<file path="config.mk">
export PLATFORM = sky130hd
export DESIGN_NAME = osd_pixel_mixer
export DESIGN_NICKNAME = d
export VERILOG_FILES = /design/src/rtl/osd_mix_pkg.sv /design/src/rtl/osd_flash_timer.sv /design/src/rtl/osd_px_resolve.sv /design/src/rtl/osd_pixel_mixer.sv
export SDC_FILE = /design/constraint.sdc
export NUM_CORES = 1
export LEC_CHECK = 0
export BUFFER_PORTS_ARGS = -buffer_cell sky130_fd_sc_hd__buf_2
export CORE_AREA = 10 10 47 49
export CTS_BUF_LIST = sky130_fd_sc_hd__clkbuf_2 sky130_fd_sc_hd__clkbuf_4 sky130_fd_sc_hd__clkbuf_8
export DETAILED_ROUTE_END_ITERATION = 10
export DIE_AREA = 0 0 57 59
export PLACE_DENSITY = 0.74
export SLEW_MARGIN = 20
export SYNTH_ARGS = -nofsm -noshare
export SYNTH_HDL_FRONTEND = slang
export SYNTH_SLANG_ARGS = --single-unit
</file>
<file path="constraint.sdc">
create_clock -name clk_i -period 1.31 [get_ports clk_i]
set_input_delay 0.3275 -clock clk_i [delete_from_list [all_inputs] [get_ports clk_i]]
set_output_delay 0.3275 -clock clk_i [all_outputs]
set_load 0.005 [all_outputs]
</file>
<file path="src/rtl/osd_mix_pkg.sv">
package osd_mix_pkg;
  typedef enum logic [1:0] {
    FL_OFF  = 2'b00,
    FL_HALF = 2'b01,
    FL_1_3  = 2'b10,
    FL_3_1  = 2'b11
  } flash_mode_e;

  typedef struct packed {
    logic r;
    logic g;
    logic b;
    logic fb;
  } osd_px_t;

  localparam int unsigned FLASH_PHASES = 4;
endpackage

</file>
<file path="src/rtl/osd_flash_timer.sv">
module osd_flash_timer
  import osd_mix_pkg::*;
#(
  parameter int unsigned FRAMES_PER_PHASE = 16
) (
  input  logic       clk_i,
  input  logic       rst_ni,
  input  logic       tick_i,
  output logic [1:0] phase_o
);
  localparam int unsigned CNT_W = (FRAMES_PER_PHASE > 1) ? $clog2(FRAMES_PER_PHASE) : 1;
  localparam logic [CNT_W-1:0] CNT_LAST = CNT_W'(FRAMES_PER_PHASE - 1);

  logic [CNT_W-1:0] frm_q;
  logic [1:0]       phase_q;

  always_ff @(posedge clk_i or negedge rst_ni) begin
    if (!rst_ni) begin
      frm_q   <= '0;
      phase_q <= '0;
    end else if (tick_i) begin
      if (frm_q == CNT_LAST) begin
        frm_q   <= '0;
        phase_q <= phase_q + 2'd1;
      end else begin
        frm_q <= frm_q + 1'b1;
      end
    end
  end

  assign phase_o = phase_q;

  assert_phase_step_R9: assert property (@(posedge clk_i) disable iff (!rst_ni)
    (tick_i && frm_q == CNT_LAST) |=> (phase_q == $past(phase_q) + 2'd1) && (frm_q == '0));
  assert_phase_hold_R9: assert property (@(posedge clk_i) disable iff (!rst_ni)
    !tick_i |=> $stable(phase_q) && $stable(frm_q));
endmodule

</file>
<file path="src/rtl/osd_px_resolve.sv">
module osd_px_resolve
  import osd_mix_pkg::*;
(
  input  logic       osd_en_i,
  input  logic       fblk_all_i,
  input  logic       region_i,
  input  logic       hide_i,
  input  logic       pix_i,
  input  logic       pix_up_i,
  input  logic       pix_left_i,
  input  logic [2:0] fg_i,
  input  logic [3:0] bg_i,
  output osd_px_t    px_o
);
  logic on_c, up_c, left_c, shadow_c;

  // hidden flashing glyph drops its own bit and any shadow it casts
  assign on_c     = pix_i      & ~hide_i;
  assign up_c     = pix_up_i   & ~hide_i;
  assign left_c   = pix_left_i & ~hide_i;
  assign shadow_c = (bg_i[2] & up_c) | (bg_i[1] & left_c);

  always_comb begin
    px_o = '{r: 1'b0, g: 1'b0, b: 1'b0, fb: fblk_all_i};
    if (!osd_en_i) begin
      px_o.fb = 1'b0;
    end else if (region_i) begin
      if (on_c) begin
        px_o = '{r: fg_i[2], g: fg_i[1], b: fg_i[0], fb: 1'b1};
      end else if (!bg_i[3]) begin
        px_o = '{r: bg_i[2], g: bg_i[1], b: bg_i[0], fb: 1'b1};
      end else if (shadow_c) begin
        px_o.fb = 1'b1;
      end
    end
  end
endmodule

</file>
<file path="src/rtl/osd_pixel_mixer.sv">
module osd_pixel_mixer
  import osd_mix_pkg::*;
#(
  parameter int unsigned FRAMES_PER_PHASE = 16
) (
  input  logic       clk_i,
  input  logic       rst_ni,
  input  logic       vsync_tick_i,
  input  logic       osd_en_i,
  input  logic       fblk_all_i,
  input  logic [1:0] flash_mode_i,
  input  logic       strip_act_i,
  input  logic       disp_en_i,
  input  logic       pix_i,
  input  logic       pix_up_i,
  input  logic       pix_left_i,
  input  logic [2:0] fg_i,
  input  logic [3:0] bg_i,
  input  logic       flash_i,
  output logic       r_o,
  output logic       g_o,
  output logic       b_o,
  output logic       fblk_o
);
  logic [1:0]  phase;
  logic        show_c, hide_c, region_c;
  osd_px_t     px_c, px_q;
  flash_mode_e mode_c;

  osd_flash_timer #(.FRAMES_PER_PHASE(FRAMES_PER_PHASE)) u_timer (
    .clk_i   (clk_i),
    .rst_ni  (rst_ni),
    .tick_i  (vsync_tick_i),
    .phase_o (phase)
  );

  assign mode_c = flash_mode_e'(flash_mode_i);

  always_comb begin
    unique case (mode_c)
      FL_HALF: show_c = (phase < 2'd2);
      FL_1_3:  show_c = (phase == 2'd0);
      FL_3_1:  show_c = (phase != 2'd3);
      default: show_c = 1'b1;
    endcase
  end

  assign hide_c   = flash_i & ~show_c;
  assign region_c = strip_act_i & disp_en_i;

  osd_px_resolve u_resolve (
    .osd_en_i   (osd_en_i),
    .fblk_all_i (fblk_all_i),
    .region_i   (region_c),
    .hide_i     (hide_c),
    .pix_i      (pix_i),
    .pix_up_i   (pix_up_i),
    .pix_left_i (pix_left_i),
    .fg_i       (fg_i),
    .bg_i       (bg_i),
    .px_o       (px_c)
  );

  always_ff @(posedge clk_i or negedge rst_ni) begin
    if (!rst_ni) px_q <= '0;
    else         px_q <= px_c;
  end

  assign r_o    = px_q.r;
  assign g_o    = px_q.g;
  assign b_o    = px_q.b;
  assign fblk_o = px_q.fb;

  assert_reset_dark_R1: assert property (@(posedge clk_i)
    !rst_ni |-> {r_o, g_o, b_o, fblk_o} == 4'b0);
  assert_off_dark_R2: assert property (@(posedge clk_i) disable iff (!rst_ni)
    !osd_en_i |=> {r_o, g_o, b_o, fblk_o} == 4'b0);
  assert_no_strip_R4: assert property (@(posedge clk_i) disable iff (!rst_ni)
    (osd_en_i && !(strip_act_i && disp_en_i)) |=>
      ({r_o, g_o, b_o} == 3'b0) && (fblk_o == $past(fblk_all_i)));
  assert_fg_color_R5: assert property (@(posedge clk_i) disable iff (!rst_ni)
    (osd_en_i && strip_act_i && disp_en_i && pix_i && !flash_i) |=>
      ({r_o, g_o, b_o} == $past(fg_i)) && fblk_o);
  assert_bg_color_R6: assert property (@(posedge clk_i) disable iff (!rst_ni)
    (osd_en_i && strip_act_i && disp_en_i && !pix_i && !bg_i[3]) |=>
      ({r_o, g_o, b_o} == $past(bg_i[2:0])) && fblk_o);
  assert_mode_off_R8: assert property (@(posedge clk_i) disable iff (!rst_ni)
    (flash_mode_i == 2'b00) |-> !hide_c);
endmodule

</file>
Yosys cells after proc, flatten, opt, wreduce, memory -nomap -nowiden

Cells that the tools add are included.

$add $sub $neg: 2
Multiply operators: 0
Div/mod/pow operators: 0
$lt $le $gt $ge: 1
Equal/unequal tests: 5
Shift operators: 0
Multiplexer cells: 9
Bitwise logic cells: 10
Reductions and logical operators: 2

Operators with widths:

| operator                                            | number |
|---|---|
| 2-to-1 mux 4 bit                                    | 3 |
| AND 1 bit                                           | 7 |
| 2-to-1 mux 3 bit                                    | 2 |
| adder 4 x 1 -> 4 bit, second input constant         | 1 |
| equality test 2 bit, second input constant          | 2 |
| equality test 4 bit, second input constant          | 1 |
| 2-to-1 mux 1 bit                                    | 3 |
| case mux 1 bit (3 select lines)                     | 1 |
| adder 2 x 1 -> 2 bit, second input constant         | 1 |
| equality test 2 x 1 -> 1 bit, second input constant | 1 |
| zero test 2 bit                                     | 1 |
| < comparator 2 bit, second input constant           | 1 |
| != test 2 bit, second input constant                | 1 |
| inverter 1 bit                                      | 2 |
| AND reduction 2 bit                                 | 1 |
| OR 1 bit                                            | 1 |

Flip-flop bits (word level): 10
Bits in latches: 0
Memory bits (writable): 0
Bits in read-only memories: 0
Input bits: 20
Output and inout bits: 4
Memories kept: 0

Longest topological paths before layout

Gate-level depths: netlist (run 1).

Depth after elaboration: 13
Depth in mapped cells: 5
Gate-level depth less buffers: 5

Hierarchy

Synthesis (run 1) repeated with hierarchy kept, for this count alone.

Cells, all modules: 50
Area, all modules: 509.2 um^2

By module, submodules not included:

| module          | instances | cells an instance | area each (um^2) |
|---|---|---|---|
| osd_flash_timer | 1         | 24                | 270.3 |
| osd_pixel_mixer | 1         | 10                | 143.9 |
| osd_px_resolve  | 1         | 16                | 95.1 |

Worst setup path after synthesis (run 1)

Ideal clock, no wire load.

Path kind: register to register
Start: reg u_timer.phase_q[0] (netlist: u_timer.phase_o[0])
End: reg px_q (netlist bit b_o)
Library setup time: 0.079 ns
Arrival time: 1.235 ns
Required time: 1.231 ns
Slack: -0.005 ns
Stages on the path, launching flop included: 5
Period minus slack after synthesis: 1.315 ns
Path through: dfrtp_1 > ha_1 > nand2b_1 > a311oi_4 > mux2i_1

RTL lines:

| element                | line                  | text |
|---|---|---|
| from (decl)            | osd_flash_timer.sv:15 | `logic [1:0] phase_q;` |
| from (signal assigned) | osd_flash_timer.sv:24 | `phase_q <= phase_q + 2'd1;` |
| to (signal assigned)   | osd_pixel_mixer.sv:66 | `else px_q <= px_c;` |
| to (decl)              | osd_pixel_mixer.sv:27 | `osd_px_t px_c, px_q;` |

==> results of run 1 <==
[path summary, 6_finish.rpt]
check,from,to,slack (ns),depth (start not counted)
setup / recovery,u_timer.phase_o[1]$_DFFE_PN0P_,b_o$_DFF_PN0_,-0.06,4
hold / removal,fg_i[0],b_o$_DFF_PN0_,0.30,3
setup reg to reg,u_timer.phase_o[1]$_DFFE_PN0P_,b_o$_DFF_PN0_,-0.06,4
hold reg to reg,u_timer.frm_q[3]$_DFFE_PN0P_,u_timer.frm_q[3]$_DFFE_PN0P_,0.54,1
max in group asynchronous,rst_ni,u_timer.phase_o[0]$_DFFE_PN0P_,0.67,2
min in group asynchronous,rst_ni,u_timer.frm_q[3]$_DFFE_PN0P_,0.45,2
[placed cells by master (no fill, tap or decap), types with 2 or more instances in the layout]
cell	netlist	layout
buf_4	0	4
inv_1	5	5
mux2i_1	3	3
mux2_1	2	2
clkbuf_4	0	3
nand4_1	2	2
nand2_1	5	5
xnor2_1	2	2
buf_2	0	23
o21ai_1	2	2
nand3_1	5	5
dfrtp_1	10	10
ha_1	3	2
[cells by family after synthesis]
group	after synthesis	synth area share, %
muxes	5	9.459
buffers and inverters	6	4.054
and+or+nand+nor	17	17.12
adders and majority gates	3	6.757
xor gates and xnor gates	2	3.154
AOI/OAI and AO/OA	9	14.41
DFF	10	45.05
[tightest hold or removal path: stages]
cell,delay (ns)
buf_2,0.09
nand2_1,0.04
mux2i_1,0.06
[cell type report]
cell class / count / area, sq um / share of cell area [%]
Clock buffer: 4 / 36.28 / 4.693
Timing Repair Buffer: 28 / 155.1 / 20.06
Inverter: 5 / 18.77 / 2.427
Tap cell: 16 / 20.02 / 2.589
Sequential cell: 10 / 250.2 / 32.36
Multi-Input combinational cell: 36 / 292.8 / 37.86
[flip-flops by register name (all words and copies together) (netlist names)]
| name | count |
|---|---|
| u_timer.phase_o | 2 |
| r_o | 1 |
| fblk_o | 1 |
| b_o | 1 |
| g_o | 1 |
| u_timer.frm_q | 4 |
[power groups by stage]
stage | combinational (W) | sequential (W) | clock [W]
after floorplan | 0.000199 | 0.000465 | 0
after global placement | 0.000301 | 0.000473 | 0
after detailed placement | 0.000326 | 0.000478 | 0
after CTS | 0.000328 | 0.000476 | 0.000283
after global routing | 0.000367 | 0.000495 | 0.000303
final | 0.000325 | 0.000482 | 0.000271
[metrics by stage]
step	total power, W	instance area, sq um	hold slack, ns
final	0.001078	773.2	0.2960
after global routing	0.001165	773.2	0.2933
after CTS	0.001086	773.2	0.2919
after detailed placement	0.0008038	724.4	0.1978
after global placement	0.0007737	724.4	0.1952
after floorplan	0.0006642	563.0	0.03191
[layer usage]
layer / GRT usage, % / part of all wire [%] / vias to the layer above
met5: 0 / 0 / -
met3: 5.150 / 6.8 / 0
met4: 2.013 / 0 / 0
met2: 13.49 / 54 / 12
met1: 7.186 / 39 / 246
li1: - / - / 250
[repair_timing]
action,in CTS,in global routing
setup buffers,0,0
gates cloned,0,0
gates resized for setup,1,0
pin swaps,1,0
endpoints found under the setup margin,3,3
hold buffers,1,0
endpoints found under the hold margin,10,0
==> flow_summary.toml, run 1 <==
[placed_design]
globalplace.congestion = 0.7571
io_buffers = 23
dp_cells = 94
dp_worst_setup_slack_ns = -0.07335
dp_hpwl_um = 1072

[logic_synthesis]
synth_most_common_cell = "dfrtp_1"
ys_top_cells_by_area = "dfrtp_1 (45%), ha_1 (6.8%), mux2i_1 (5.4%)"
synth_seq_cells = 10
syn_nets = 75
yosys-top-cells-count = "dfrtp_1 (10), inv_1 (5), nand2_1 (5), nand3_1 (5)"
synth_top_area_cell = "dfrtp_1"
async_reset_ff_share_pct = 100.0
syn-cell-area_sq_um = 555.5
synth_cell_types = 22
syn_inst = 52
yosys.area.top_type_share_pct = 45.05
yosysSeqAreaShare_pct = 45.05
synth_edf_count = 0
ys_warn_count = 0
synth_ff_type = "dfrtp_1"
avgSynthCellArea_sq_um = 10.68

[finish]
drive_above_1_share_pct = 42.17
fill_cells = 134
num-nets-final = 107
fin_cells = 99
area_growth_pct = 39.19
diodes = 0
fin_util_pct = 55.18

[global_routing]
grt_first_pass_wirelength_um = 2035
grt_max_degree = 11
track_usage_pct = 7.676
first_global_vias = 511
grt_overflow = 0
antenna_found_initial = 0

[pwr]
power_density_nw_per_um2 = 1394
p_int_w = 0.0007422
switching_share_pct = 31.13
p_clk_share_pct = 25.1
p_sw_w = 0.0003355
power_frac_comb_pct = 30.2
seqPwrFrac_pct = 44.7
ir_worst_vdd_mv = 0.9391
p_leak_nw = 0.3917

[timing]
fin_crit_ns = 1.372
fmax_mhz = 729.0
finalSetupViolations = 3
period_share_pct = 104.7
max-slew-margin-rel_pct = 77.60
fin_worst_skew_ns = 0.004077
tightest_slew_ns = 0.3359
setup_tns_ns = -0.1766
hold_violations = 0
drv_slew = 0
fin_ws_ns = -0.06181
rsz0062_at_grt = "true"

[run_status]
outcome = "finished with violations"
violations = "negative setup slack"

[setup_path]
cp.buffers_inverters = 0
cp_max_fo = 4
critPathArrivalTime_ns = 1.56
startpoint_type = "flop"
crit_family = "flip-flops"
worstSetupPathType = "flop to flop"
crit_chain = "ha_2 -> nand2b_4 -> a311oi_4 -> mux2i_1"
end_kind = "flop"
critPathRequiredTime_ns = 1.50
crit_slowest_cell = "dfrtp_1"
slowest_delay_ns = 0.41

[floorplan]
ios = 24
die_y_um = 59
num_rows = 14
dieArea_sq_um = 3363
start_util_pct = 39.64
die_w_um = 57
core-area_sq_um = 1401

[cts]
cts.sinks = 10
cts_buffers = 3
htreeDepth = 1
clkTransAtPathRegs_ns = 0.06
tritoncts = "built"
root_buffer = "clkbuf_4"
clk_latency_ns = 0.26
cts_buffer_depth = 2

[drt]
vias = 508
drt_iter0_drc = 3
dr.pass1.iters = 2
wirelength_um = 1258
ant_nets = 0
viasPerCell = 5.131
wl_per_cell_um = 12.71
drc = 0

[min_path]
min_path_type = "input pin to flop"

[job]
cap_violations = 0
No activity file was read; power rests on OpenSTA's default activity.
==> inputs of run 2 (changes only) <==
- CELL_PAD_IN_SITES_DETAIL_PLACEMENT: unset -> 0
- CELL_PAD_IN_SITES_GLOBAL_PLACEMENT: unset -> 1
- CORE_AREA: 10 10 47 49 -> unset
- CORE_UTILIZATION: unset -> 32
- CTS_CLUSTER_SIZE: unset -> 10
- DIE_AREA: 0 0 57 59 -> unset
- PLACE_DENSITY: 0.74 -> unset
- PLACE_DENSITY_LB_ADDON: unset -> 0.1
==> flow_summary.toml, run 2 (same netlist as run 1, synthesis figures left out) <==
[setup_path]
startpoint_type = "flop"
rr_startpoint = "u_timer.phase_o[1]$_DFFE_PN0P_"
critPathRequiredTime_ns = 1.49
critPathArrivalTime_ns = 1.61
cp_max_fo = 4
end_kind = "flop"
rrSetupSlack_ns = -0.12
worstSetupPathType = "flop to flop"
crit_start = "u_timer.phase_o[1]$_DFFE_PN0P_"
reg2reg_depth = 4

[timing]
hold_violations = 0
drv_slew = 0
tightest_slew_ns = 0.3377
period_share_pct = 109.1
finalSetupViolations = 3
fin_crit_ns = 1.430
fin_worst_skew_ns = 0.001902
rsz0062_at_grt = "true"
max-slew-margin-rel_pct = 77.49
fmax_mhz = 699.5
fin_ws_ns = -0.1197

[drt]
ant_nets = 0
wl_per_cell_um = 11.66
drt_iter0_drc = 18
vias = 512
dr.pass1.iters = 7
viasPerCell = 5.069
drc = 5
wirelength_um = 1178

[floorplan]
ios = 24
die_w_um = 43.67
core-area_sq_um = 1559
dieArea_sq_um = 1907
start_util_pct = 35.63
die_y_um = 43.67
num_rows = 14

[finish]
diodes = 0
fill_cells = 148
fin_util_pct = 50.56
drive_above_1_share_pct = 43.53
area_growth_pct = 41.89
multi_input_area_sq_um = 292.8
layout_commonest_cell = "buf_2"
final_cell_mix = "buf_2 (23), dfrtp_1 (10), buf_4 (6)"
seqCellArea_sq_um = 250.2
num-nets-final = 109
largest_reg_flops = 4
top_register = "u_timer.frm_q"

[global_routing]
antenna_found_initial = 0
grt_first_pass_wirelength_um = 2035
grt_overflow = 0
grt_max_degree = 11
track_usage_pct = 15.33
first_global_vias = 461

[run_status]
outcome = "finished with violations"
violations = "design-rule violations, negative setup slack"

[min_path]
min_path_cells = 3
holdCritStartpoint = "fg_i[2]"
min_path_type = "input pin to flop"

[job]
cap_violations = 0

[cts]
clk_latency_ns = 0.27
root_buffer = "clkbuf_4"
cts_buffers = 3
tritoncts = "built"
cts_buffer_depth = 2
cts.sinks = 10
htreeDepth = 1
clkTransAtPathRegs_ns = 0.07

[pwr]
ir_worst_vdd_mv = 0.9747
p_leak_nw = 0.4014
power_density_nw_per_um2 = 1385

[placed_design]
io_buffers = 23
dp_worst_setup_slack_ns = -0.1362
dp_hpwl_um = 919.4
globalplace.congestion = 0.6916
[run 2: what timing repair did]
action | 4_1_cts | 5_1_grt
pin swaps | 1 | 0
buffers inserted | 0 | 1
hold endpoints to repair | 10 | 0
setup endpoints to repair | 3 | 3
gates resized for setup | 1 | 0
hold buffers | 1 | 0
cloned | 0 | 0
[run 2: path summary, 6_finish.rpt]
kind	end
max	b_o$_DFF_PN0_
min	r_o$_DFF_PN0_
max reg2reg	b_o$_DFF_PN0_
min reg2reg	u_timer.frm_q[3]$_DFFE_PN0P_
max in group asynchronous	u_timer.frm_q[2]$_DFFE_PN0P_
min in group asynchronous	u_timer.phase_o[0]$_DFFE_PN0P_
[run 2: metrics by stage]
| stage | hold WS (ns) | power [W] | instances | area, sq um | setup TNS [ns] |
|---|---|---|---|---|---|
| after floorplan | 0.03191 | 0.0006642 | 52 | 563.0 | 0 |
| after global placement | 0.2040 | 0.0007982 | 95 | 732.0 | -0.04191 |
| after detailed placement | 0.2034 | 0.0008103 | 95 | 732.0 | -0.2952 |
| after CTS | 0.3000 | 0.001100 | 100 | 780.7 | -0.3143 |
| after global routing | 0.3145 | 0.001186 | 101 | 788.3 | -0.5388 |
| final | 0.3055 | 0.001092 | 101 | 788.3 | -0.2783 |
[run 2: critical path, cell delays in order (launching register included)]
cell	delay [ns]
dfrtp_1	0.41
ha_2	0.18
nand2b_4	0.14
a311oi_4	0.35
mux2i_1	0.26
[run 2: layer usage]
layer / GRT usage [%] / routed length, um / vias up
li1: - / - / 254
met1: 19.05 / 531 / 229
met2: 21.79 / 476 / 25
met3: 4.167 / 126 / 4
met4: 13.13 / 44 / 0
met5: 0 / 0 / -
[run 2: final cells by class]
| class | instances | area share (%) |
|---|---|---|
| Clock buffer | 4 | 4.603 |
| Sequential cell | 10 | 31.75 |
| Timing Repair Buffer | 30 | 21.59 |
| Tap cell | 16 | 2.540 |
| Multi-Input combinational cell | 36 | 37.14 |
| Inverter | 5 | 2.381 |
[run 2: power by group]
group | switching, W | leakage [nW] | internal [W]
clock | 0.000112 | 0.0210 | 0.000169
combinational | 0.000144 | 0.252 | 0.000192
sequential | 0.0000822 | 0.128 | 0.000393
total | 0.000339 | 0.401 | 0.000753
==> inputs of run 3 (changes only) <==
- SETUP_SLACK_MARGIN: unset -> 0.15
==> flow_summary.toml, run 3 (same netlist as run 1, synthesis figures left out) <==
[timing]
rsz0062_at_grt = "true"
hold_ws_ns = 0.2962
hold_violations = 0
fmax_mhz = 721.4
max-slew-margin-rel_pct = 78.28
fin_crit_ns = 1.386
finalSetupViolations = 3
tightest_slew_ns = 0.3258
drv_slew = 0
period_share_pct = 105.8
fin_worst_skew_ns = 0.003804
setup_tns_ns = -0.2185
fin_ws_ns = -0.07611

[cts]
clk_latency_ns = 0.28
cts_buffers = 3
tritoncts = "built"
cts.sinks = 10
clkTransAtPathRegs_ns = 0.07
root_buffer = "clkbuf_4"
htreeDepth = 1
cts_buffer_depth = 2

[pwr]
seqPwrFrac_pct = 40.3
p_clk_share_pct = 24.4
p_sw_w = 0.0003776
power_frac_comb_pct = 35.3
finalPower_w = 0.001183
ir_worst_vdd_mv = 0.9468
p_int_w = 0.0008055
p_leak_nw = 0.4153
power_density_nw_per_um2 = 1422
switching_share_pct = 31.92

[finish]
largest_reg_flops = 4
layout_commonest_cell = "buf_2"
final_cell_mix = "buf_2 (23), dfrtp_1 (10), buf_4 (8)"
num-nets-final = 111
drive_above_1_share_pct = 49.43
diodes = 0
fin_cells = 103
fin_util_pct = 53.37
area_growth_pct = 49.77
top_register = "u_timer.frm_q"

[floorplan]
num_rows = 14
dieArea_sq_um = 1907
ios = 24
start_util_pct = 35.63
die_w_um = 43.67
core-area_sq_um = 1559
die_y_um = 43.67

[placed_design]
globalplace.congestion = 0.7108
io_buffers = 23
dp_cells = 94

[global_routing]
grt_max_degree = 11
track_usage_pct = 15.36
first_global_vias = 524
antenna_found_initial = 0
grt_overflow = 0
grt_first_pass_wirelength_um = 2125

[drt]
dr.pass1.iters = 7
drt_iter0_drc = 14
drc = 5
wl_per_cell_um = 12.17
viasPerCell = 4.922
wirelength_um = 1253
vias = 507
ant_nets = 0

[setup_path]
cp_max_fo = 3
end_kind = "flop"
rrSetupSlack_ns = -0.08
critPathRequiredTime_ns = 1.51
worstSetupPathType = "flop to flop"
reg2reg_depth = 4
startpoint_type = "flop"
r2r_end = "b_o$_DFF_PN0_"
critPathArrivalTime_ns = 1.58
rr_startpoint = "u_timer.phase_o[0]$_DFFE_PN0P_"

[run_status]
outcome = "finished with violations"
violations = "design-rule violations, negative setup slack"

[min_path]
min_path_cells = 3
min_path_type = "input pin to flop"
holdCritStartpoint = "fg_i[2]"
min_to = "r_o$_DFF_PN0_"

[job]
cap_violations = 0
## run 3: cell count changes in the layout (fill, tap and decap cells not counted)
| cell | delta |
|---|---|
| nand2b_4 | +1 |
| a31oi_2 | +1 |
| ha_2 | +1 |
| a31oi_1 | -1 |
| buf_4 | +2 |
| nand2b_1 | -1 |
| ha_4 | +1 |
| ha_1 | -2 |
## run 3: power groups by stage
stage | clock network [W] | logic [W] | registers [W]
2_1_floorplan | 0 | 0.000201 | 0.000466
3_3_place_gp | 0 | 0.000313 | 0.000474
3_5_place_dp | 0 | 0.000322 | 0.000475
4_1_cts | 0.000292 | 0.000386 | 0.000464
5_1_grt | 0.000309 | 0.000472 | 0.000488
6_report | 0.000288 | 0.000418 | 0.000477
## run 3: metrics by stage
step	setup slack, ns	area, sq um
6_report	-0.07611	832.0
2_1_floorplan	0.02927	565.5
5_1_grt	-0.1685	832.0
4_1_cts	-0.08762	798.3
3_5_place_dp	-0.08008	726.9
3_3_place_gp	-0.02045	726.9
## run 3: area by class of cell
type | count | area, sq um
fill | 160 | 726.9
inverter | 5 | 18.77
sequential | 10 | 250.2
tap | 16 | 20.02
clock buffer | 4 | 36.28
multi-input combinational | 36 | 321.6
timing repair buffer | 32 | 185.2
## run 3: worst max-delay path by stage
stage | cells past startpoint | startpoint | endpoint | slack (ns)
4_1_cts | 5 | u_timer.phase_o[1]$_DFFE_PN0P_ | b_o$_DFF_PN0_ | -0.09
5_1_grt | 4 | u_timer.phase_o[1]$_DFFE_PN0P_ | b_o$_DFF_PN0_ | -0.17
6_report | 4 | u_timer.phase_o[0]$_DFFE_PN0P_ | b_o$_DFF_PN0_ | -0.08
3_3_place_gp | 5 | u_timer.phase_o[1]$_DFFE_PN0P_ | g_o$_DFF_PN0_ | -0.02
3_5_place_dp | 5 | u_timer.phase_o[1]$_DFFE_PN0P_ | b_o$_DFF_PN0_ | -0.08
2_1_floorplan | 5 | u_timer.phase_o[0]$_DFFE_PN0P_ | b_o$_DFF_PN0_ | 0.03
## run 3: routing by layer
metal,share of wire (%),track usage [%]
met2,43,23.88
met5,0,0
met1,42,18.88
met4,2.4,11.25
met3,12,2.917
## run 3: critical path, cell delays in order, from the launching register on
cell and delay [ns]:
dfrtp_1 0.40, ha_2 0.19, nand2b_4 0.14, a311oi_4 0.34, mux2i_1 0.23
## run 3: what timing repair did
item                                    4_1_cts  5_1_grt
endpoints found under the hold margin        10        0
setup buffers                                 2        2
gates resized for setup                       2        3
pin swaps                                     0        2
hold buffers                                  1        0
endpoints found under the setup margin        5        5
